## src/rtl/irqc_pkg.sv

```systemverilog
package irqc_pkg;
    typedef enum logic [1:0] {
        SENSE_LOW  = 2'b00,
        SENSE_ANY  = 2'b01,
        SENSE_FALL = 2'b10,
        SENSE_RISE = 2'b11
    } sense_t;

    typedef enum logic {
        ST_LOW  = 1'b0,
        ST_HIGH = 1'b1
    } line_state_t;

    localparam int NUM_EXT    = 2;
    localparam logic ADDR_EN   = 1'b0;
    localparam logic ADDR_FLAG = 1'b1;
    localparam int BIT_PCF    = 5;
    localparam int BIT_EXT0   = 6;
endpackage

```

## src/rtl/irqc_sync.sv

```systemverilog
module irqc_sync #(
    parameter int WIDTH = 1
) (
    input  logic             clk,
    input  logic             rst_n,
    input  logic [WIDTH-1:0] d,
    output logic [WIDTH-1:0] q
);
    logic [WIDTH-1:0] stage1;

    always_ff @(posedge clk or negedge rst_n) begin
        if (!rst_n) begin
            stage1 <= '0;
            q      <= '0;
        end else begin
            stage1 <= d;
            q      <= stage1;
        end
    end
endmodule

```

## src/rtl/irqc_line_fsm.sv

```systemverilog
module irqc_line_fsm
    import irqc_pkg::*;
(
    input  logic   clk,
    input  logic   rst_n,
    input  logic   pin_s,
    input  sense_t mode,
    output logic   hit,
    output logic   level_req
);
    line_state_t state, state_nx;
    logic rise, fall;

    always_ff @(posedge clk or negedge rst_n) begin
        if (!rst_n) state <= ST_LOW;
        else        state <= state_nx;
    end

    always_comb begin
        state_nx = state;
        rise     = 1'b0;
        fall     = 1'b0;
        unique case (state)
            ST_LOW: if (pin_s) begin
                state_nx = ST_HIGH;   // T_RISE
                rise     = 1'b1;
            end
            ST_HIGH: if (!pin_s) begin
                state_nx = ST_LOW;    // T_FALL
                fall     = 1'b1;
            end
        endcase
    end

    always_comb begin
        hit       = 1'b0;
        level_req = 1'b0;
        unique case (mode)
            SENSE_LOW:  level_req = !pin_s;
            SENSE_ANY:  hit = rise | fall;
            SENSE_FALL: hit = fall;
            SENSE_RISE: hit = rise;
        endcase
    end
endmodule

```

## src/rtl/irqc_pc_detect.sv

```systemverilog
module irqc_pc_detect #(
    parameter int             NPC      = 16,
    parameter logic [NPC-1:0] G0_PINS  = 16'h0F00
) (
    input  logic           clk,
    input  logic           rst_n,
    input  logic [NPC-1:0] pins_s,
    input  logic [NPC-1:0] mask,
    input  logic [1:0]     grp_en,
    output logic           change
);
    logic [NPC-1:0] prev;
    logic [NPC-1:0] pin_en;

    always_ff @(posedge clk or negedge rst_n) begin
        if (!rst_n) prev <= '0;
        else        prev <= pins_s;
    end

    for (genvar i = 0; i < NPC; i++) begin : g_pin
        if (G0_PINS[i]) begin : g_grp0
            assign pin_en[i] = grp_en[0];
        end else begin : g_grp1
            assign pin_en[i] = grp_en[1];
        end
    end

    assign change = |((pins_s ^ prev) & mask & pin_en);
endmodule

```

## src/rtl/extirq_ctrl.sv

```systemverilog
module extirq_ctrl
    import irqc_pkg::*;
#(
    parameter int             NPC     = 16,
    parameter logic [NPC-1:0] G0_PINS = 16'h0F00
) (
    input  logic                 clk,
    input  logic                 rst_n,
    input  logic [NUM_EXT-1:0]   ext_pin,
    input  logic [NPC-1:0]       pc_pin,
    input  logic [NPC-1:0]       pc_mask,
    input  logic [2*NUM_EXT-1:0] sense_mode,
    input  logic                 global_ie,
    input  logic                 reg_wr,
    input  logic                 reg_addr,
    input  logic [7:0]           reg_wdata,
    output logic [7:0]           reg_rdata,
    input  logic [NUM_EXT:0]     ack,
    output logic [NUM_EXT:0]     req
);
    logic [NUM_EXT-1:0] ext_s, hit, lvl_req, is_level, flag_ext, ext_nx, clr_ext;
    logic [NPC-1:0]     pc_s;
    logic [3:0]         en_q;
    logic               flag_pc, pc_nx, pc_change, clr_pc, wr_flag;

    irqc_sync #(.WIDTH(NUM_EXT)) u_sync_ext (.clk(clk), .rst_n(rst_n), .d(ext_pin), .q(ext_s));
    irqc_sync #(.WIDTH(NPC))     u_sync_pc  (.clk(clk), .rst_n(rst_n), .d(pc_pin),  .q(pc_s));

    for (genvar g = 0; g < NUM_EXT; g++) begin : g_line
        sense_t mode;
        assign mode        = sense_t'(sense_mode[2*g +: 2]);
        assign is_level[g] = (mode == SENSE_LOW);
        irqc_line_fsm u_fsm (
            .clk(clk), .rst_n(rst_n), .pin_s(ext_s[g]), .mode(mode),
            .hit(hit[g]), .level_req(lvl_req[g])
        );
    end

    irqc_pc_detect #(.NPC(NPC), .G0_PINS(G0_PINS)) u_pc (
        .clk(clk), .rst_n(rst_n), .pins_s(pc_s), .mask(pc_mask),
        .grp_en(en_q[1:0]), .change(pc_change)
    );

    assign wr_flag = reg_wr && (reg_addr == ADDR_FLAG);

    always_comb begin
        for (int g = 0; g < NUM_EXT; g++) begin
            clr_ext[g] = (wr_flag && reg_wdata[BIT_EXT0+g]) || ack[1+g];
            if (is_level[g])   ext_nx[g] = 1'b0;
            else if (hit[g])   ext_nx[g] = 1'b1;
            else if (clr_ext[g]) ext_nx[g] = 1'b0;
            else               ext_nx[g] = flag_ext[g];
        end
        clr_pc = (wr_flag && reg_wdata[BIT_PCF]) || ack[0];
        pc_nx  = pc_change ? 1'b1 : (clr_pc ? 1'b0 : flag_pc);
    end

    always_ff @(posedge clk or negedge rst_n) begin
        if (!rst_n) begin
            en_q     <= '0;
            flag_ext <= '0;
            flag_pc  <= 1'b0;
        end else begin
            if (reg_wr && (reg_addr == ADDR_EN)) en_q <= reg_wdata[7:4];
            flag_ext <= ext_nx;
            flag_pc  <= pc_nx;
        end
    end

    always_comb begin
        req[0] = global_ie && (en_q[1] || en_q[0]) && flag_pc;
        for (int g = 0; g < NUM_EXT; g++)
            req[1+g] = global_ie && en_q[2+g] && (is_level[g] ? lvl_req[g] : flag_ext[g]);
    end

    always_comb begin
        if (reg_addr == ADDR_EN)
            reg_rdata = {en_q, 4'b0000};
        else
            reg_rdata = {flag_ext & ~is_level, flag_pc, 5'b00000};
    end
endmodule

```

## config.mk

```make
export PLATFORM = sky130hd
export DESIGN_NAME = extirq_ctrl
export DESIGN_NICKNAME = d
export VERILOG_FILES = /design/src/rtl/irqc_pkg.sv /design/src/rtl/irqc_sync.sv /design/src/rtl/irqc_line_fsm.sv /design/src/rtl/irqc_pc_detect.sv /design/src/rtl/extirq_ctrl.sv
export SDC_FILE = /design/constraint.sdc
export NUM_CORES = 1
export LEC_CHECK = 0
export BUFFER_PORTS_ARGS = -buffer_cell sky130_fd_sc_hd__buf_4
export CORE_ASPECT_RATIO = 1.4
export CORE_UTILIZATION = 45
export CTS_CLUSTER_DIAMETER = 50
export DETAILED_ROUTE_END_ITERATION = 8
export PLACE_DENSITY = 0.79
export SYNTH_ARGS = -nofsm -noshare
export SYNTH_HDL_FRONTEND = slang
export SYNTH_HIERARCHICAL = 1
export SYNTH_SLANG_ARGS = --single-unit
```

## constraint.sdc

```tcl
create_clock -name clk -period 1.8 [get_ports clk]
set_clock_uncertainty 0.15 [all_clocks]
set_input_delay 0.27 -clock clk [delete_from_list [all_inputs] [get_ports clk]]
set_output_delay 0.27 -clock clk [all_outputs]
set_load 0.03 [all_outputs]
```

Word-level counts from Yosys, hierarchy flattened
Cells that the tools add are included.
{"block": "totals", "in_bits": 54, "regBits": 61, "word_cells": 69, "output_inout_bits": 11}
{"block": "classes", "n_reduce_logical": 23, "n_bitwise": 8, "n_eq_ne": 6, "muxes": 21}
{"op": "$and 16x16->16", "n": 2}
{"op": "$mux 1", "n": 18}
{"op": "$reduce_or 16->1", "n": 1}
{"op": "$xor 16x16->16", "n": 1}
{"op": "$logic_and 1x1->1", "n": 11}
{"op": "$eq 2x2->1 const B", "n": 4}
{"op": "$mux 8", "n": 1}
{"op": "$pmux 1 s3", "n": 2}
{"op": "$reduce_bool 3->1", "n": 2}
{"op": "$eq 2x1->1 const B", "n": 2}
{"op": "$logic_not 2->1", "n": 2}
{"op": "$logic_or 1x1->1", "n": 4}
{"op": "$and 2x2->2", "n": 1}
{"op": "$logic_not 1->1", "n": 2}
{"op": "$not 2->2", "n": 1}
{"op": "$or 1x1->1", "n": 2}
{"op": "$reduce_bool 2->1", "n": 1}
{"op": "$not 1->1", "n": 1}

Logic depth before layout (Yosys ltp)
Gate-level depths: netlist (run 1).
{"block": "depth", "ltp_word": 6, "mapped_depth": 6, "depth_no_buf": 6}

Modules after synthesis
Netlist (run 1), hierarchy kept.
{"module": "irqc_sync at u_sync_pc", "n_inst": 1, "area_per_inst_um2": 800.8, "cells_each": 32}
{"module": "irqc_pc_detect", "n_inst": 1, "area_per_inst_um2": 633.1, "cells_each": 44}
{"module": "extirq_ctrl", "n_inst": 1, "area_per_inst_um2": 449.2, "cells_each": 42}
{"module": "irqc_line_fsm", "n_inst": 2, "area_per_inst_um2": 92.6, "cells_each": 10}
{"module": "irqc_sync at u_sync_ext", "n_inst": 1, "area_per_inst_um2": 100.1, "cells_each": 4}

Least setup slack after synthesis (run 1)
OpenSTA, ideal clock, no wires.
{"block": "synth_path", "kind": "reg-to-output", "start": "reg u_sync_ext.q[0]", "end": "out req[1]", "required_time_ps": 1380, "setup_slack_ps": 31, "arrival_time_ps": 1349, "path_stages_with_launch": 4, "path_cell_list": "dfrtp_1 nor3_1 or3b_1 a21oi_1"}
{"block": "synth_between", "elab_chain_cells": 3}
{"item": "start, declared", "line": "irqc_sync.sv:7", "rtl": "output logic [WIDTH-1:0] q"}
{"item": "start signal, assigned", "line": "irqc_sync.sv:17", "rtl": "q <= stage1;"}
{"item": "$logic_not 1->1"}
{"item": "named net lvl_req[0]", "line": "extirq_ctrl.sv:21", "rtl": "logic [NUM_EXT-1:0] ext_s, hit, lvl_req, is_level, flag_ext, ext_nx, clr_ext;"}
{"item": "$mux 1", "line": "extirq_ctrl.sv:73", "rtl": "req[1+g] = global_ie && en_q[2+g] && (is_level[g] ? lvl_req[g] : flag_ext[g]);"}
{"item": "$logic_and 1x1->1", "line": "extirq_ctrl.sv:73"}
{"item": "end, declared", "line": "extirq_ctrl.sv:19", "rtl": "output logic [NUM_EXT:0] req"}
The timed path passes the listed nets, and every way through them passes these cells.

Worst setup path after layout (run 1)
{"block": "layout_path", "start": "reg u_sync_ext.q[1]", "end": "out req[2]"}
The elaborated chain is that of the path after synthesis.

==> results_dict.tcl, run 1 <==
set metrics [dict create \
    yosysWarnings 6 \
    finalWeightedCongestion 0.747 \
    min_period_ns 1.93 \
    cts_tree "built" \
    finalNonFillerCells 296 \
    fmax_mhz 519 \
    leakage_nw 1.46 \
    r2r-end "flag_ext[0]" \
    drive_above_1_share 0.380 \
    fin_crit_sh 1.07 \
    setup_slack_ns -0.126 \
    postRouteAntennaNets 0 \
    drt_iter0_markers 44 \
    area_growth_syn_to_layout_pct 42.0 \
    hpwlAfterDp_mm 2.44 \
    rows 29 \
    synth_seq_cells 61 \
    start_util 0.474 \
    worst_hold_slack_ns 0.0335 \
    path_max_fanout 2 \
    critPathKind "flip-flop to primary output" \
    critical_path_required_ns 1.38 \
    syn-cell-area_um2 2170 \
    yosysSeqAreaShare 0.704 \
    viasPerCell 4.60 \
    setup_viol 2 \
    cts_max_path_buffers 2 \
    r2r_cells 6 \
    clk_pin_slew_ns 0.07 \
    vias 1361 \
    syn_area_per_cell_um2 15.3 \
    hold_viol_final 0 \
    cap_viol_max_count 0 \
    ioPinCount 65 \
    drc 0 \
    die_y_um 84.1 \
    cts.sinks 61 \
    first_pass_iters 4 \
    final_util 0.674 \
    wl_per_cell_um 12.5 \
    ir_drop_mv 0.762 \
    dp.cells 259 \
    r2r_slack_ns 0.06 \
    grt_setup_unrepaired "yes" \
    routed_wl_mm 3.71 \
    io_buffers 56 \
    yosys.area.top_type "dfrtp_1" \
    insertion_delay_ns 0.33 \
    crit_arrival_ns 1.51 \
    setup.worst_path.start "u_sync_ext/q[1]" \
    hold_path_class "input pin to flip-flop" \
    core_area_um2 4570 \
    fill_cells 381 \
    grt_max_degree 36 \
    clockRootBuffer "clkbuf_8" \
    start_kind "flip-flop" \
    violations "setup timing" \
    regToRegStartpoint "u_sync_ext/q[0]" \
    cts_made_buffers 9 \
    endpoint "req[2]" \
    grt_pass1_wl_mm 5.74 \
    die_area_um2 5100 \
    hold_depth 2 \
    place_ws_ns 0.0980 \
    layout.nets 287 \
    antenna_cells 0 \
    synth_top_area_frac 0.704 \
    htree_levels 3 \
    die_w_um 60.7 \
    slew_viol_final 0 \
    ys_types 29 \
    stdcell_area_um2 3080 \
    worstSetupEndpointType "primary output" \
    grt_antenna_before_repair 0 \
    power_density_nw_per_um2 979 \
    synth_area_leaders "dfrtp_1 70%, xor2_1 6.5%, mux2_2 2.6%" \
    status "finished with violations" \
    track_usage 0.162 \
    grt_pass1_vias 1390 \
    synthCells 142 \
    overflow 0 \
    place_area_um2 2660 \
]
## logic make-up after synthesis
kind of cell    after synthesis  share of synthesized area
simple gates                 21                     0.0646
mux                           7                     0.0352
xor+xnor                     16                     0.0646
flops                        61                      0.704
buf+inv                      12                     0.0312
fa+ha+maj                     4                     0.0231
compound gates               20                     0.0756
other cells                   1                    0.00173
## critical path: stages (launching register included)
cell     delay, ns
dfrtp_1       0.39
nor3_2        0.11
or3b_1        0.38
a21oi_2       0.16
buf_6         0.14
## synth_stat cells, drive strengths merged
cell type	number
ha	4
nand4b	2
nand4	1
a32o	2
nand2	3
o221a	2
a221o	1
nor2b	6
a21oi	2
buf	5
xor2	16
nor3	2
conb	1
or2b	2
a31o	1
a22oi	8
o211a	1
a21boi	1
nand3	1
inv	7
mux2	5
mux2i	2
o21ai	2
nand2b	2
dfrtp	61
or3b	2
## cell type report
cell class              count  area, um2  area share
flip-flops and latches     61       1530       0.496
repair buffers             78        653       0.212
multi-input cells          72        604       0.196
clock buffers              10        128      0.0414
well taps                  62       77.6      0.0252
clock inverters             6       63.8      0.0207
inverters                   7       26.3     0.00853
## where the power goes
group / leakage, nW / total (W) / internal [W] / switching, W
Combinational: 0.657 / 0.000377 / 0.000207 / 0.000169
Sequential: 0.712 / 0.00150 / 0.00145 / 0.0000449
Clock: 0.0923 / 0.00114 / 0.000636 / 0.000501
Total: 1.46 / 0.00301 / 0.00230 / 0.000716
## timing repair
action,in CTS,in global routing
endpoints found under the setup margin,2,3
endpoints found under the hold margin,44,0
setup buffers,2,0
pin swaps,2,2
hold buffers,19,0
cloned,0,0
resized for setup,0,7
## how the worst min path moves through the flow
stage                             from              end  slack (ns)
after floorplan                  rst_n          en_q[0]       -0.18
after global placement           rst_n     u_pc/prev[5]        0.04
after detailed placement         rst_n  u_sync_ext/q[1]        0.05
after CTS                 reg_wdata[4]          en_q[0]        0.01
after global routing      reg_wdata[4]          en_q[0]        0.01
final                     reg_wdata[4]          en_q[0]        0.03
## per-layer routing
layer  global-route usage  share of wire  vias up
met3               0.0570          0.059        9
met2                0.261           0.52       52
met1                0.173           0.39      647
met5                    0              0        -
met4                0.107          0.025        0
li1                     -              -      653
## flip-flops by register name, indices dropped and copies added, names as in the netlist
name,count
u_pc/prev,16
u_sync_pc/q,16
u_sync_pc/stage1,16
en_q,4
flag_ext,2
g_line.u_fsm/state,2
u_sync_ext/q,2
u_sync_ext/stage1,2
flag_pc,1
## cell usage in the layout, fill, tap and decap left out, types with 3 or more instances in the layout
master | synthesis | layout
a22oi_1 | 7 | 7
buf_4 | 4 | 56
clkbuf_8 | 0 | 9
conb_1 | 1 | 4
dfrtp_1 | 61 | 61
dlygate4sd3_1 | 0 | 19
ha_1 | 4 | 4
inv_1 | 7 | 7
mux2_2 | 5 | 5
nand2_1 | 3 | 3
nor2b_1 | 5 | 5
xor2_1 | 16 | 16
## metrics by stage
step,total power [W],TNS (ns)
6_report,0.00301,-0.232
3_5_place_dp,0.00186,0
5_1_grt,0.00316,-0.408
2_1_floorplan,0.00169,0
4_1_cts,0.00305,-0.250
3_3_place_gp,0.00185,0
Note: power is estimated with default switching activity, not from simulation.
==> run 2, diff against run 1 <==
--- a/config.mk
+++ b/config.mk
@@ -8,6 +8,7 @@
 export BUFFER_PORTS_ARGS = -buffer_cell sky130_fd_sc_hd__buf_4
 export CORE_ASPECT_RATIO = 1.4
 export CORE_UTILIZATION = 45
+export CTS_BUF_LIST = sky130_fd_sc_hd__clkbuf_4 sky130_fd_sc_hd__clkbuf_8 sky130_fd_sc_hd__clkbuf_16
 export CTS_CLUSTER_DIAMETER = 50
 export DETAILED_ROUTE_END_ITERATION = 8
 export PLACE_DENSITY = 0.79
==> run 2 against run 1 <==
The run still ends with setup timing left; combinational power is essentially flat; via count is 0.15% higher; setup slack about the same; first-iteration DRC count is 9.1% higher; utilization rose by 0.082 points; critical path type unchanged; highest routed layer unchanged.
==> results_dict.tcl, run 2 (same netlist as run 1, synthesis figures left out) <==
set metrics [dict create \
    antenna_cells 0 \
    crit_arrival_ns 1.51 \
    setup_viol 2 \
    fin_setup_tns_ns -0.233 \
    finalWeightedCongestion 0.747 \
    slowest_stage "dfrtp_1" \
    grt_antenna_before_repair 0 \
    io_buffers 56 \
    critical_path_required_ns 1.38 \
    reg.largest.list "u_pc/prev (16), u_sync_pc/q (16), u_sync_pc/stage1 (16)" \
    core_area_um2 4570 \
    wl_per_cell_um 12.6 \
    fill_cells 381 \
    fin_crit_sh 1.07 \
    seq_area_um2 1530 \
    vias 1363 \
    max_stage_delay_ns 0.39 \
    first_pass_iters 4 \
    path_buf_inv 1 \
    cts_made_buffers 9 \
    drive_above_1_share 0.385 \
    final_util 0.674 \
    final_cell_mix "61 x dfrtp_1, 56 x buf_4, 19 x dlygate4sd3_1" \
    layout.nets 287 \
    die_area_um2 5100 \
    hold_path_class "input pin to flip-flop" \
    start_kind "flip-flop" \
    insertion_delay_ns 0.33 \
    grt_pass1_vias 1392 \
    violations "setup timing" \
    start_util 0.474 \
    power_density_nw_per_um2 984 \
    area_growth_syn_to_layout_pct 42.2 \
    die_y_um 84.1 \
    routed_wl_mm 3.72 \
    die_w_um 60.7 \
    drt_iter0_markers 48 \
    ir_drop_mv 0.769 \
    multi_input_area_um2 604 \
    worst_hold_slack_ns 0.0332 \
    clk_pin_slew_ns 0.07 \
    clockRootBuffer "clkbuf_8" \
    grt_setup_unrepaired "yes" \
    overflow 0 \
    path_cells "nor3_2, or3b_1, a21oi_2, buf_6" \
    viasPerCell 4.60 \
    hold_viol_final 0 \
    critPathKind "flip-flop to primary output" \
    rows 29 \
    power_w 0.00303 \
    min_period_ns 1.93 \
    worstSetupEndpointType "primary output" \
    layout_commonest_cell "dfrtp_1" \
    leakage_nw 1.46 \
    status "finished with violations" \
    ioPinCount 65 \
    grt_pass1_wl_mm 5.78 \
    cts.sinks 61 \
    cts_tree "built" \
    hpwlAfterDp_mm 2.44 \
    cts_max_path_buffers 2 \
    path_max_fanout 2 \
    track_usage 0.163 \
    postRouteAntennaNets 0 \
    grt_max_degree 36 \
    htree_levels 3 \
    cap_viol_max_count 0 \
    drc 0 \
    fmax_mhz 519 \
    cp_top_family "simple AND/OR/NAND/NOR gates" \
    slew_viol_final 0 \
    setup_slack_ns -0.127 \
]
[run 2: cell types whose count changed in the layout (fill, tap and decap cells not counted)]
cell	change
clkbuf_4	+1
clkbuf_1	-1
[run 2: power by group]
| part | internal [W] | switching, W |
|---|---|---|
| registers | 0.00145 | 0.0000449 |
| clock network | 0.000651 | 0.000506 |
| logic | 0.000207 | 0.000169 |
[run 2: layout make-up]
class | instances | share of cell area
flip-flops and latches | 61 | 0.495
repair buffers | 78 | 0.212
multi-input cells | 72 | 0.196
clock buffers | 10 | 0.0426
well taps | 62 | 0.0252
clock inverters | 6 | 0.0207
inverters | 7 | 0.00852
[run 2: routing by layer]
metal	GRT usage	share of wire	up-vias
li1	-	-	653
met1	0.175	0.39	649
met2	0.262	0.53	52
met3	0.0570	0.060	9
met4	0.107	0.025	0
met5	0	0	-
[run 2: timing repair]
action / CTS / global route
pin swaps: 2 / 2
setup buffers: 2 / 0
hold buffers: 19 / 0
endpoints found under the setup margin: 2 / 3
resized for setup: 0 / 7
hold endpoints to repair: 44 / 0
[run 2: worst paths after layout]
| path | start | to | slack, ns | depth (start not counted) |
|---|---|---|---|---|
| worst min register to register | u_sync_ext/stage1[1] | u_sync_ext/q[1] | 0.19 | 0 |
| max in group asynchronous | rst_n | u_sync_pc/q[13] | 0.76 | 3 |
| min in group asynchronous | rst_n | u_pc/prev[3] | 0.25 | 2 |
| worst min-delay path | reg_wdata[4] | en_q[0] | 0.03 | 2 |
| worst max register to register | u_sync_ext/q[0] | flag_ext[0] | 0.06 | 6 |
| worst max-delay path | u_sync_ext/q[1] | req[2] | -0.13 | 4 |
[run 2: worst register-to-register path: cells and delay by family, from the launching register on]
kind	cells	cell delay [ns]
adder cells (fa/ha/maj)	1	0.18
buffers and inverters	1	0.15
AND/OR/NAND/NOR	2	0.38
AO/OA/AOI/OAI	2	0.39
flip-flops	1	0.39
[run 2: metrics by stage]
stage          cells  worst slack (ns)  cell area (um2)
2_1_floorplan    145            0.0308             2180
3_3_place_gp     259             0.111             2660
3_5_place_dp     259            0.0980             2660
4_1_cts          296            -0.126             3060
5_1_grt          296            -0.198             3080
6_report         296            -0.127             3080
